==> src/rtl/pmp_pkg.sv <==
package pmp_pkg;

  typedef enum logic [1:0] {
    MODE_OFF   = 2'd0,
    MODE_TOR   = 2'd1,
    MODE_RSV   = 2'd2,
    MODE_NAPOT = 2'd3
  } match_mode_e;

  typedef enum logic [1:0] {
    KIND_READ  = 2'd0,
    KIND_WRITE = 2'd1,
    KIND_FETCH = 2'd2,
    KIND_NONE  = 2'd3
  } acc_kind_e;

  typedef struct packed {
    logic        lock;
    logic [1:0]  rsvd;
    match_mode_e mode;
    logic        x;
    logic        w;
    logic        r;
  } ent_cfg_t;

  localparam int CFG_W = $bits(ent_cfg_t);

endpackage

==> src/rtl/pmp_regfile.sv <==
module pmp_regfile
  import pmp_pkg::*;
#(
  parameter int N_ENTRIES = 16,
  parameter int AREG_W    = 32,
  localparam int IDX_W    = $clog2(N_ENTRIES)
) (
  input  logic                               clk,
  input  logic                               rst_n,
  input  logic                               wr_en,
  input  logic                               sel_addr,
  input  logic [IDX_W-1:0]                   idx,
  input  logic [AREG_W-1:0]                  wdata,
  output logic [AREG_W-1:0]                  rdata,
  output ent_cfg_t [N_ENTRIES-1:0]           cfg_q,
  output logic [N_ENTRIES-1:0][AREG_W-1:0]   addr_q
);

  logic [N_ENTRIES-1:0] addr_frozen;

  // An address word is frozen by its own lock or by a locked TOR neighbour above.
  for (genvar i = 0; i < N_ENTRIES; i++) begin : g_freeze
    if (i < N_ENTRIES - 1) begin : g_chain
      assign addr_frozen[i] = cfg_q[i].lock |
                              (cfg_q[i+1].lock && (cfg_q[i+1].mode == MODE_TOR));
    end else begin : g_last
      assign addr_frozen[i] = cfg_q[i].lock;
    end
  end

  always_ff @(posedge clk or negedge rst_n) begin
    if (!rst_n) begin
      cfg_q  <= '0;
      addr_q <= '0;
    end else if (wr_en) begin
      if (!sel_addr) begin
        if (!cfg_q[idx].lock) cfg_q[idx] <= ent_cfg_t'(wdata[CFG_W-1:0]);
      end else begin
        if (!addr_frozen[idx]) addr_q[idx] <= wdata;
      end
    end
  end

  always_comb begin
    if (sel_addr) rdata = addr_q[idx];
    else          rdata = {{(AREG_W-CFG_W){1'b0}}, cfg_q[idx]};
  end

endmodule

==> config.mk <==
export PLATFORM = sky130hd
export DESIGN_NAME = pmp_regfile
export DESIGN_NICKNAME = d
export VERILOG_FILES = /design/src/rtl/pmp_pkg.sv /design/src/rtl/pmp_regfile.sv
export SDC_FILE = /design/constraint.sdc
export NUM_CORES = 1
export LEC_CHECK = 0
export ABC_AREA = 0
export BUFFER_PORTS_ARGS = -buffer_cell sky130_fd_sc_hd__buf_2
export CAP_MARGIN = 0
export CORE_AREA = 2 2 281 283
export CTS_CLUSTER_SIZE = 16
export DETAILED_ROUTE_END_ITERATION = 12
export DIE_AREA = 0 0 283 285
export PLACE_DENSITY = 0.71
export SLEW_MARGIN = 20
export SYNTH_ARGS = -nofsm -noshare
export SYNTH_HDL_FRONTEND = slang
export SYNTH_SLANG_ARGS = --single-unit
export TNS_END_PERCENT = 5
==> constraint.sdc <==
create_clock -name clk -period 2.5 [get_ports clk]
set_input_delay 0.125 -clock clk [delete_from_list [all_inputs] [get_ports clk]]
set_output_delay 0.125 -clock clk [all_outputs]
set_load 0.01 [all_outputs]
-- Yosys cells after proc, flatten, opt, wreduce, memory -nomap -nowiden
Index checks and enable logic that the tools add are counted.
- add/subtract/negate cells: 0
- multiply operators: 0
- divide/modulo/power cells: 0
- $lt $le $gt $ge: 2
- eq/ne operators: 15
- shift operators: 0
- muxes and demuxes: 13
- bitwise logic cells: 18
- reduce and logical (&&, ||, !) cells: 18
- operator list (kind ; count):
    512-bit bitwise mux ; 1
    32-bit binary-select mux with 4-bit select ; 1
    128-bit bitwise mux ; 1
    32-bit demux with 4-bit select ; 1
    32-bit two-way mux ; 3
    8-bit binary-select mux with 4-bit select ; 1
    8-bit demux with 4-bit select ; 1
    2-bit by 1-bit equality test with 1-bit output (second input constant) ; 15
    1-bit logical AND ; 16
    8-bit two-way mux ; 2
    1-bit OR ; 15
    3-bit AND reduction ; 2
    4-bit by 5-bit < comparator with 1-bit output (second input constant) ; 1
    1-bit binary-select mux with 4-bit select ; 1
    4-bit by 1-bit >= comparator with 1-bit output (second input constant) ; 1
    1-bit inverter ; 3
    1-bit two-way mux ; 1
- register bits after elaboration: 640
- latch bits: 0
- RAM bits: 0
- memory bits (read-only): 0
- input port bits: 40
- output and inout port bits: 672
- word-level logic and storage cells: 178
- memories: 0

-- Logic depth before layout (Yosys ltp)
Gate-level depths: netlist of run 1.
- word-level depth: 7
- mapped depth: 10
- mapped depth without buffers: 6

-- Least setup slack after synthesis of run 1
OpenSTA, ideal clock, no wires.
- kind: in2out
- from: in idx[0]
- to: out rdata[1]
- data arrival time: 2.370 ns
- data required time: 2.375 ns
- slack: 0.005 ns
- cell stages on the path: 7
- buffers on the path: 4
- cells stage by stage: buf_2 clkbuf_1 clkbuf_1 buf_2 mux4_2 mux4_2 mux2_2
- cells in the longest elaborated chain, start to end: 3
- elaborated cells on any way between the ends: 5
- those cells by class: mux (5)
- ends and longest elaborated chain (item ; RTL line ; source):
    start, declared ; pmp_regfile.sv:12 ; input logic [IDX_W-1:0] idx,
    8-bit binary-select mux with 4-bit select / 32-bit binary-select mux with 4-bit select (equally long branches) ; pmp_regfile.sv:46, pmp_regfile.sv:45 ;
    8-bit two-way mux (implied by the code) / 32-bit two-way mux (equally long branches) ; pmp_regfile.sv:46, pmp_regfile.sv:45 ;
    32-bit two-way mux (*) ; pmp_regfile.sv:45 ; if (sel_addr) rdata = addr_q[idx];
    end, declared ; pmp_regfile.sv:14 ; output logic [AREG_W-1:0] rdata,
Every way passes the cells marked *; elsewhere a longest branch is shown, timed or not. The select of a mux whose other input is x is not followed.

-- Worst setup path in the final report of run 1
- from: reg cfg_q[51] (netlist bit)
- to: out rdata[3]
- cells in the longest elaborated chain, start to end: 3
- ends and longest elaborated chain (item ; RTL line ; source):
    start, declared ; pmp_regfile.sv:15 ; output ent_cfg_t [N_ENTRIES-1:0] cfg_q,
    start signal, assigned ; pmp_regfile.sv:33 ; cfg_q <= '0;
    8-bit binary-select mux with 4-bit select ; pmp_regfile.sv:46 ; else rdata = {{(AREG_W-CFG_W){1'b0}}, cfg_q[idx]};
    8-bit two-way mux (implied by the code) ; pmp_regfile.sv:46 ;
    32-bit two-way mux ; pmp_regfile.sv:45 ;
Every way passes these cells. The select of a mux whose other input is x is not followed.

==> results by group, run 1 <==
Synthesis
  • Syn. warnings: 0
  • Post-Syn Nets: 1818
  • Count of flip-flops with a built-in enable after synthesis: 0
  • Share of async-settable or async-resettable flops after synthesis: 100%
  • Most frequent cell after synthesis: dfrtp_1
  • Distinct cells, synth: 50
  • Instance count of the mapped netlist: 1778
  • Syn avg cell area: 16.7 um^2
  • Most frequent cells after synthesis: dfrtp_1, mux2_2, mux4_2
  • Post-Synthesis Cell Area: 29700 um^2
  • Dominant synthesized flop cell: dfrtp_1
  • Post-synthesis register bit count: 640
  • Library cell with the largest summed area after synthesis: dfrtp_1
  • Cells taking the most area after synthesis: dfrtp_1, mux2_2, mux4_2
  • Share of synthesized area occupied by flip-flops and latches: 53.9%
  • Area share of the leading cell type in the synthesized netlist: 53.9%

STA
  • Hold violation total from the final report: 0
  • Highest achievable clock rate: 360 MHz
  • Final setup violation count: 30
  • RSZ-0062 raised after global routing: yes
  • Relative max-transition margin: 47.9%
  • Setup WS post-layout: -278 ps
  • Final critical delay including setup and external delays: 2780 ps
  • Worst-Margin Slew: 774 ps
  • Final Max Slew Viols: 0
  • Share of the clock period used by the worst path after layout: 111%
  • Aggregate negative setup slack: -1630 ps
  • Worst clock skew: 30.7 ps

Power and ir drop
  • PwrDens: 845 nW/um^2
  • Total leakage power: 19.4 nW
  • Peak supply drop: 668 uV
  • Overall power: 0.0328 W

Clock network
  • # H-tree levels: 3
  • CTS tree: built
  • Worst-case clock buffer depth: 3
  • Clock-pin slew reported for the worst setup and hold paths after clock tree synthesis: 60 ps
  • Cell at the root of the clock tree: clkbuf_16
  • Clock sinks: 640
  • Total CTS buffers: 71
  • Clock network latency to the later pin of the worst-skew pair: 610 ps

Placed design
  • Final weighted congestion in routability-driven placement: 0.950
  • Port buffer count: 711
  • Cell total after placement: 3522
  • Half-perimeter wire length of the detailed placement result: 75700 um
  • Worst slack at placement: -116 ps
  • Standard cell area after detailed placement: 35500 um^2

Detailed routing
  • Via count: 20800
  • First-iteration detailed-routing DRC count: 1460
  • Wirelength per Cell: 29.0 um
  • Via density per instance: 5.63
  • Remaining antenna violation count after routing: 0
  • Final routed DRC violation total: 0
  • Routed wire length: 107000 um
  • Length of the first detailed-routing pass in iterations: 6

Final layout
  • Layout overhead on the synthesized area: 30.8%
  • Final Net Count: 2637
  • Layout filler cell count: 6589
  • Layout cells sized above 1: 67.7%
  • Cell area after layout: 38800 um^2
  • Final standard cell count with taps included and fillers excluded: 3705

GRT
  • Initial antenna violation count: 2
  • First-pass GRT wire length: 156000 um
  • Grt ovf: 0
  • Vias in the first global route: 21900
  • All-layer global routing usage: 26.0%
  • Maximum number of pins on one net before global-route repair: 72

Flow run
  • # Max-Cap Violations: 0

Outcome
  • Violated checks: setup timing
  • Status: complete, but fails checks

Floorplanning
  • Die boundary height: 285 um
  • Top-level port count: 712
  • Initial standard-cell utilization of the core: 38.1%
  • Placeable Area: 78000 um^2
  • Die width: 283 um
  • Placement Rows: 103
  • Die area: 80700 um^2

Worst setup path
  • Arrival time at the worst endpoint: 2650 ps
  • Worst setup path category: reg -> out
  • Worst endpoint required time: 2380 ps
  • Nature of the critical path endpoint: output pin
  • Highest fanout seen on the critical path: 2
  • Crit path launch type: register

Hold path
  • Class of the tightest hold or removal check: in -> reg
-- worst max-delay path, stage by stage, from the launching register on --
cell,delay (ps)
dfrtp_1,390
buf_6,120
mux4_2,500
mux4_2,590
mux2_4,310
buf_6,120
-- cell usage in the layout, fill, tap and decap left out, drive strengths merged, types with 3 or more instances in the layout --
cell	count
a21o	9
and2	25
buf	882
bufinv	5
clkbuf	108
clkinv	13
clkinvlp	3
dfrtp	640
dlygate4sd3	23
inv	9
mux2	630
mux4	196
nand2	21
nand2b	4
nand3	3
nand4b	5
nor2	15
nor3	12
nor4	3
o21ai	6
o21bai	3
or3	9
-- what timing repair did --
item / CTS / global route
cloned: 0 / 3
endpoints found under the hold margin: 306 / 0
setup endpoints to repair: 222 / 329
pin swaps: 8 / 9
resized for setup: 42 / 61
hold buffers: 23 / 0
buffers inserted: 17 / 11
-- routing by layer --
layer	GRT usage, %	up-vias	wire, um
li1	-	8339	-
met1	32.2	11100	41000
met2	43.5	1138	53300
met3	5.94	254	8210
met4	12.0	2	4910
met5	0	-	13
-- area by class of cell --
cell class	count	area, um^2	share of cell area, %
Clock buffer	105	2120	5.45
Timing Repair Buffer	908	5930	15.3
Multi-Input combinational cell	971	13200	33.9
Clock inverter	25	290	0.747
Inverter	5	21.3	0.0548
Sequential cell	640	16000	41.2
Tap cell	1050	1310	3.38
Antenna cell	1	2.50	0.00644
-- sequential cells by signal, summed over array words and instances (netlist names) --
name and cells:
cfg_q 128, addr_q 512
-- stage by stage --
stage,hold slack [ps],utilization [%]
after global routing,32.5,49.8
final,42.4,49.8
after floorplan,-171,-
after global placement,208,45.6
after detailed placement,214,45.6
after CTS,0.851,49.3
-- where the power goes --
part	total, W	switching [W]	internal [W]
Combinational	0.00802	0.00374	0.00428
Clock	0.0108	0.00436	0.00641
Sequential	0.0140	0.00181	0.0122
-- worst paths after layout --
path                                          from                      end  slack (ps)  cells past startpoint
setup reg to reg            cfg_q[127]$_DFFE_PN0P_  addr_q[433]$_DFFE_PN0P_         -40                      9
max in group asynchronous                    rst_n    cfg_q[29]$_DFFE_PN0P_        1500                      3
setup / recovery             cfg_q[51]$_DFFE_PN0P_                 rdata[3]        -280                      5
hold / removal                              idx[0]    cfg_q[95]$_DFFE_PN0P_          40                      4
hold reg to reg            addr_q[199]$_DFFE_PN0P_  addr_q[199]$_DFFE_PN0P_         510                      1
min in group asynchronous                    rst_n    cfg_q[75]$_DFFE_PN0P_         170                      2
-- logic make-up after synthesis --
| family | synth area share (%) |
|---|---|
| AND/OR/NAND/NOR | 2.32 |
| buffers and inverters | 2.94 |
| multiplexers | 40.0 |
| AO/OA/AOI/OAI | 0.872 |
| flip-flops | 53.9 |
No activity file was read; power rests on OpenSTA's default activity.
==> inputs of run 2 (changes only) <==
--- a/config.mk
+++ b/config.mk
@@ -12,6 +12,7 @@
 export CTS_CLUSTER_SIZE = 16
 export DETAILED_ROUTE_END_ITERATION = 12
 export DIE_AREA = 0 0 283 285
+export HOLD_SLACK_MARGIN = 0.08
 export PLACE_DENSITY = 0.71
 export SLEW_MARGIN = 20
 export SYNTH_ARGS = -nofsm -noshare
==> run 2 against run 1 <==
  * The flow still finishes with violations (setup timing)
  * Routed wire length is essentially flat
  * Die area is the same
  * Worst setup slack gained 2.0 ps
  * Critical path type unchanged
  * Largest power group unchanged
  * Highest routed layer unchanged
==> results by group, run 2 (synthesis gave the netlist of run 1 again) <==
Final layout
  • Layout cells sized above 1: 67.6%
  • Flip-flop count of the largest register, all copies and words added: 512
  • Combined area of the multi-input logic cells: 13200 um^2
  • Layout overhead on the synthesized area: 30.9%
  • Register cell area after layout: 16000 um^2
  • Regs by FF count: addr_q (512), cfg_q (128)
  • Final Net Count: 2642
  • Layout filler cell count: 6585
  • Register containing the most flip-flops in the final layout: addr_q
  • Most used cells in the layout excluding fill and tap cells: buf_2, dfrtp_1, mux2_2
  • Most common library cell in the layout ignoring fill and taps: buf_2
  • Cell area after layout: 38900 um^2
  • Layout Utilization: 49.9%

Detailed routing
  • Via count: 20900
  • Final routed DRC violation total: 0
  • Remaining antenna violation count after routing: 0
  • Via density per instance: 5.62
  • Wirelength per Cell: 29.0 um
  • Routed wire length: 108000 um
  • First-iteration detailed-routing DRC count: 1461
  • Length of the first detailed-routing pass in iterations: 7

Worst setup path
  • Crit path launch type: register
  • Arrival time at the worst endpoint: 2650 ps
  • Worst endpoint required time: 2380 ps
  • Worst setup path category: reg -> out
  • Highest fanout seen on the critical path: 2
  • Nature of the critical path endpoint: output pin

STA
  • Highest achievable clock rate: 360 MHz
  • Share of the clock period used by the worst path after layout: 111%
  • RSZ-0062 raised after global routing: yes
  • Worst-Margin Slew: 762 ps
  • Final setup violation count: 30
  • Hold violation total from the final report: 0
  • Setup WS post-layout: -276 ps
  • Final critical delay including setup and external delays: 2780 ps
  • Final Max Slew Viols: 0
  • Worst clock skew: 29.1 ps
  • Relative max-transition margin: 48.7%

Clock network
  • Cell at the root of the clock tree: clkbuf_16
  • Worst-case clock buffer depth: 3
  • # H-tree levels: 3
  • Clock network latency to the later pin of the worst-skew pair: 610 ps
  • Clock sinks: 640
  • Clock-pin slew reported for the worst setup and hold paths after clock tree synthesis: 60 ps
  • CTS tree: built
  • Total CTS buffers: 71

GRT
  • Vias in the first global route: 21900
  • All-layer global routing usage: 26.0%
  • Initial antenna violation count: 2
  • First-pass GRT wire length: 156000 um
  • Maximum number of pins on one net before global-route repair: 72
  • Grt ovf: 0

Floorplanning
  • Die boundary height: 285 um
  • Die area: 80700 um^2
  • Initial standard-cell utilization of the core: 38.1%
  • Die width: 283 um
  • Placement Rows: 103
  • Placeable Area: 78000 um^2
  • Top-level port count: 712

Placed design
  • Final weighted congestion in routability-driven placement: 0.950
  • Half-perimeter wire length of the detailed placement result: 75700 um
  • Standard cell area after detailed placement: 35500 um^2
  • Port buffer count: 711

Flow run
  • # Max-Cap Violations: 0

Power and ir drop
  • Internal: 0.0229 W
  • Clock power frac: 32.8%
  • Switching fraction of total power: 30.2%
  • Net switching power of the design: 0.00991 W
  • Peak supply drop: 666 uV
  • PwrDens: 844 nW/um^2
  • Part of the total power dissipated in sequential elements: 42.7%
  • Total leakage power: 19.4 nW
  • Gate power share: 24.4%

Outcome
  • Violated checks: setup timing
  • Status: complete, but fails checks

Hold path
  • Class of the tightest hold or removal check: in -> reg
## run 2: cell types whose count changed in the layout (fill, tap and decap cells not counted)
| cell | delta |
|---|---|
| nor2b_1 | -1 |
| dlygate4sd3_1 | +5 |
| dlymetal6s4s_1 | +1 |
| buf_16 | -1 |
| buf_12 | +1 |
| nor2b_2 | +1 |
| buf_4 | -1 |
## run 2: final cells by class
type	count	area share, %
Inverter	5	0.0547
Antenna cell	1	0.00643
Clock buffer	105	5.44
Multi-Input combinational cell	971	33.8
Tap cell	1050	3.38
Timing Repair Buffer	913	15.4
Sequential cell	640	41.2
Clock inverter	25	0.746
## run 2: through the flow
step / setup slack (ps) / setup TNS (ps) / instances / total power [W] / hold slack, ps
global route: -326 / -5000 / 3710 / 0.0341 / 148
finish: -276 / -1630 / 3710 / 0.0328 / 128
floorplan: 4.85 / 0 / 1778 / 0.0177 / -171
global placement: -141 / -9030 / 3522 / 0.0216 / 208
CTS: -338 / -2180 / 3698 / 0.0329 / 83.3
detailed placement: -116 / -9140 / 3522 / 0.0218 / 214
## run 2: repair_timing
item,in CTS,in global routing
gates resized for setup,42,62
gates cloned,0,3
pin swaps,8,9
endpoints found under the setup margin,222,328
hold endpoints to repair,766,0
setup buffers,17,10
hold buffers,29,0
## run 2: metal layers
layer	GRT usage (%)	part of all wire, %
met5	0	0.012
met3	5.91	7.6
met1	32.3	38
met2	43.4	50
met4	12.0	4.6
## run 2: worst max-delay path, cell delays in order, from the launching register on
cell     delay, ps
dfrtp_1        390
buf_6          120
mux4_2         500
mux4_2         590
mux2_4         310
buf_6          120
## run 2: final timing paths
check,startpoint,to,depth (start not counted),slack [ps]
setup / recovery,cfg_q[51]$_DFFE_PN0P_,rdata[3],5,-280
hold / removal,wdata[7],cfg_q[15]$_DFFE_PN0P_,3,130
setup reg to reg,cfg_q[111]$_DFFE_PN0P_,addr_q[433]$_DFFE_PN0P_,9,-40
hold reg to reg,addr_q[199]$_DFFE_PN0P_,addr_q[199]$_DFFE_PN0P_,1,510
max in group asynchronous,rst_n,cfg_q[8]$_DFFE_PN0P_,3,1480
min in group asynchronous,rst_n,addr_q[16]$_DFFE_PN0P_,2,180
## run 2: power groups by stage
| stage | clock network [W] | logic, W | registers, W |
|---|---|---|---|
| after floorplan | 0 | 0.00330 | 0.0144 |
| after global placement | 0 | 0.00757 | 0.0140 |
| after detailed placement | 0 | 0.00771 | 0.0141 |
| after CTS | 0.0110 | 0.00797 | 0.0139 |
| after global routing | 0.0114 | 0.00847 | 0.0142 |
| final | 0.0108 | 0.00802 | 0.0140 |
==> inputs of run 3 (changes only) <==
--- a/config.mk
+++ b/config.mk
@@ -7,13 +7,15 @@
 export LEC_CHECK = 0
 export ABC_AREA = 0
 export BUFFER_PORTS_ARGS = -buffer_cell sky130_fd_sc_hd__buf_2
-export CAP_MARGIN = 0
-export CORE_AREA = 2 2 281 283
+export CELL_PAD_IN_SITES_DETAIL_PLACEMENT = 0
+export CELL_PAD_IN_SITES_GLOBAL_PLACEMENT = 2
+export CORE_ASPECT_RATIO = 1.75
+export CORE_MARGIN = 2
+export CORE_UTILIZATION = 34
 export CTS_CLUSTER_SIZE = 16
 export DETAILED_ROUTE_END_ITERATION = 12
-export DIE_AREA = 0 0 283 285
 export HOLD_SLACK_MARGIN = 0.08
-export PLACE_DENSITY = 0.71
+export PLACE_DENSITY = 0.84
 export SLEW_MARGIN = 20
 export SYNTH_ARGS = -nofsm -noshare
 export SYNTH_HDL_FRONTEND = slang
==> run 3 against run 2 <==
  * Global-route usage is 0.14 points lower
  * Via count rose by 0.48%
  * Combinational power increased by 2.9%
  * Fmax increased by 2.5%
  * Routed wire length is 9.5% higher
  * The flow still finishes with violations (setup timing)
  * Sequential share of layout area rose by 0.29 points
  * Sequential power about the same
==> results by group, run 3 (synthesis gave the netlist of run 1 again) <==
Outcome
  • Status: complete, but fails checks
  • Violated checks: setup timing

Worst setup path
  • Highest fanout seen on the critical path: 3
  • Nature of the critical path endpoint: output pin
  • Crit path launch type: register
  • Worst endpoint required time: 2380 ps
  • Arrival time at the worst endpoint: 2580 ps
  • Worst setup path category: reg -> out

Final layout
  • Combined area of the multi-input logic cells: 13000 um^2
  • Final standard cell count with taps included and fillers excluded: 3817
  • Most used cells in the layout excluding fill and tap cells: buf_2, dfrtp_1, mux2_2
  • Layout overhead on the synthesized area: 30.2%
  • Flip-flop count of the largest register, all copies and words added: 512
  • Layout cells sized above 1: 69.0%
  • Register cell area after layout: 16000 um^2
  • Register containing the most flip-flops in the final layout: addr_q
  • Layout filler cell count: 7793
  • Final Net Count: 2648
  • Regs by FF count: addr_q (512), cfg_q (128)
  • Most common library cell in the layout ignoring fill and taps: buf_2

STA
  • Worst Hold Margin: 152 ps
  • Aggregate negative setup slack: -1430 ps
  • Setup WS post-layout: -208 ps
  • Share of the clock period used by the worst path after layout: 108%
  • Hold violation total from the final report: 0
  • Final Max Slew Viols: 0
  • RSZ-0062 raised after global routing: yes
  • Final critical delay including setup and external delays: 2710 ps
  • Relative max-transition margin: 49.2%
  • Worst-Margin Slew: 762 ps
  • Final setup violation count: 12
  • Highest achievable clock rate: 369 MHz
  • Worst clock skew: 56.2 ps

Hold path
  • Class of the tightest hold or removal check: in -> reg

Power and ir drop
  • Clock power frac: 30.4%
  • Part of the total power dissipated in sequential elements: 43.9%
  • Net switching power of the design: 0.0101 W
  • Gate power share: 25.8%
  • Internal: 0.0219 W
  • Switching fraction of total power: 31.7%
  • PwrDens: 828 nW/um^2
  • Total leakage power: 19.2 nW
  • Peak supply drop: 655 uV

Detailed routing
  • Via density per instance: 5.49
  • First-iteration detailed-routing DRC count: 1456
  • Routed wire length: 118000 um
  • Via count: 21000
  • Wirelength per Cell: 30.8 um
  • Final routed DRC violation total: 0
  • Remaining antenna violation count after routing: 0
  • Length of the first detailed-routing pass in iterations: 5

Clock network
  • Clock network latency to the later pin of the worst-skew pair: 650 ps
  • Cell at the root of the clock tree: clkbuf_16
  • Worst-case clock buffer depth: 3
  • Clock-pin slew reported for the worst setup and hold paths after clock tree synthesis: 70 ps
  • CTS tree: built
  • Total CTS buffers: 61
  • # H-tree levels: 2
  • Clock sinks: 640

Placed design
  • Final weighted congestion in routability-driven placement: 0.912
  • Port buffer count: 711
  • Half-perimeter wire length of the detailed placement result: 85600 um
  • Cell total after placement: 3646
  • Worst slack at placement: -51.2 ps

Floorplanning
  • Placement Rows: 143
  • Top-level port count: 712
  • Placeable Area: 86800 um^2
  • Die area: 89800 um^2
  • Initial standard-cell utilization of the core: 34.2%
  • Die boundary height: 395 um
  • Die width: 227 um

GRT
  • Initial antenna violation count: 5
  • All-layer global routing usage: 25.9%
  • Grt ovf: 0
  • First-pass GRT wire length: 167000 um
  • Maximum number of pins on one net before global-route repair: 98
  • Vias in the first global route: 22400

Flow run
  • # Max-Cap Violations: 0
==> run 3: cell types whose count changed in the layout (fill, tap and decap cells not counted), moves of 10 or more <==
cell	change
buf_6	-10
clkbuf_16	-14
mux2_1	-12
mux2_2	+46
dfrtp_1	-14
buf_4	+21
mux2_4	-34
dfrtp_2	+14
buf_12	+10
==> run 3: final timing paths <==
path,end,from,slack (ps),cells past startpoint
max,rdata[6],cfg_q[46]$_DFFE_PN0P_,-210,4
min,cfg_q[15]$_DFFE_PN0P_,wdata[7],150,3
max reg2reg,addr_q[202]$_DFFE_PN0P_,cfg_q[63]$_DFFE_PN0P_,10,6
min reg2reg,addr_q[182]$_DFFE_PN0P_,addr_q[182]$_DFFE_PN0P_,510,1
max in group asynchronous,addr_q[11]$_DFFE_PN0P_,rst_n,1560,3
min in group asynchronous,addr_q[288]$_DFFE_PN0P_,rst_n,170,3
==> run 3: critical path: stages (launching register included) <==
cell,delay (ps)
dfrtp_1,400
mux4_2,530
mux4_2,570
mux2_2,290
buf_2,140
==> run 3: repair_timing <==
action,CTS,global route
hold buffers,30,0
endpoints found under the hold margin,840,0
setup buffers,11,23
gates resized for setup,29,33
pin swaps,2,5
endpoints found under the setup margin,61,284
cloned,0,0
==> run 3: cell type report <==
| class | count | share of cell area [%] |
|---|---|---|
| Clock inverter | 31 | 0.912 |
| Multi-Input combinational cell | 971 | 33.6 |
| Tap cell | 1160 | 3.75 |
| Timing Repair Buffer | 929 | 15.7 |
| Antenna cell | 1 | 0.00647 |
| Sequential cell | 640 | 41.5 |
| Inverter | 5 | 0.0550 |
| Clock buffer | 80 | 4.47 |
==> run 3: per-layer routing <==
layer | part of all wire, % | wire length (um) | vias up | track usage, %
met5 | 0.033 | 39 | - | 0
met4 | 5.5 | 6490 | 6 | 12.5
met3 | 9.0 | 10600 | 297 | 7.84
met2 | 48 | 56700 | 1091 | 42.6
met1 | 37 | 43800 | 11200 | 30.7
li1 | - | - | 8351 | -
==> run 3: power by group through the flow <==
| stage | registers, W | clock network (W) | logic, W |
|---|---|---|---|
| after floorplan | 0.0144 | 0 | 0.00330 |
| after global placement | 0.0141 | 0 | 0.00780 |
| after detailed placement | 0.0142 | 0 | 0.00792 |
| after CTS | 0.0140 | 0.00995 | 0.00807 |
| after global routing | 0.0142 | 0.0103 | 0.00874 |
| final | 0.0140 | 0.00972 | 0.00825 |
==> run 3: metrics by stage <==
stage / util (%) / power [W] / area [um^2]
after floorplan: - / 0.0177 / 29700
after global placement: 41.3 / 0.0219 / 35900
after detailed placement: 41.3 / 0.0221 / 35900
after CTS: 44.2 / 0.0320 / 38400
after global routing: 44.6 / 0.0333 / 38700
final: 44.6 / 0.0320 / 38700
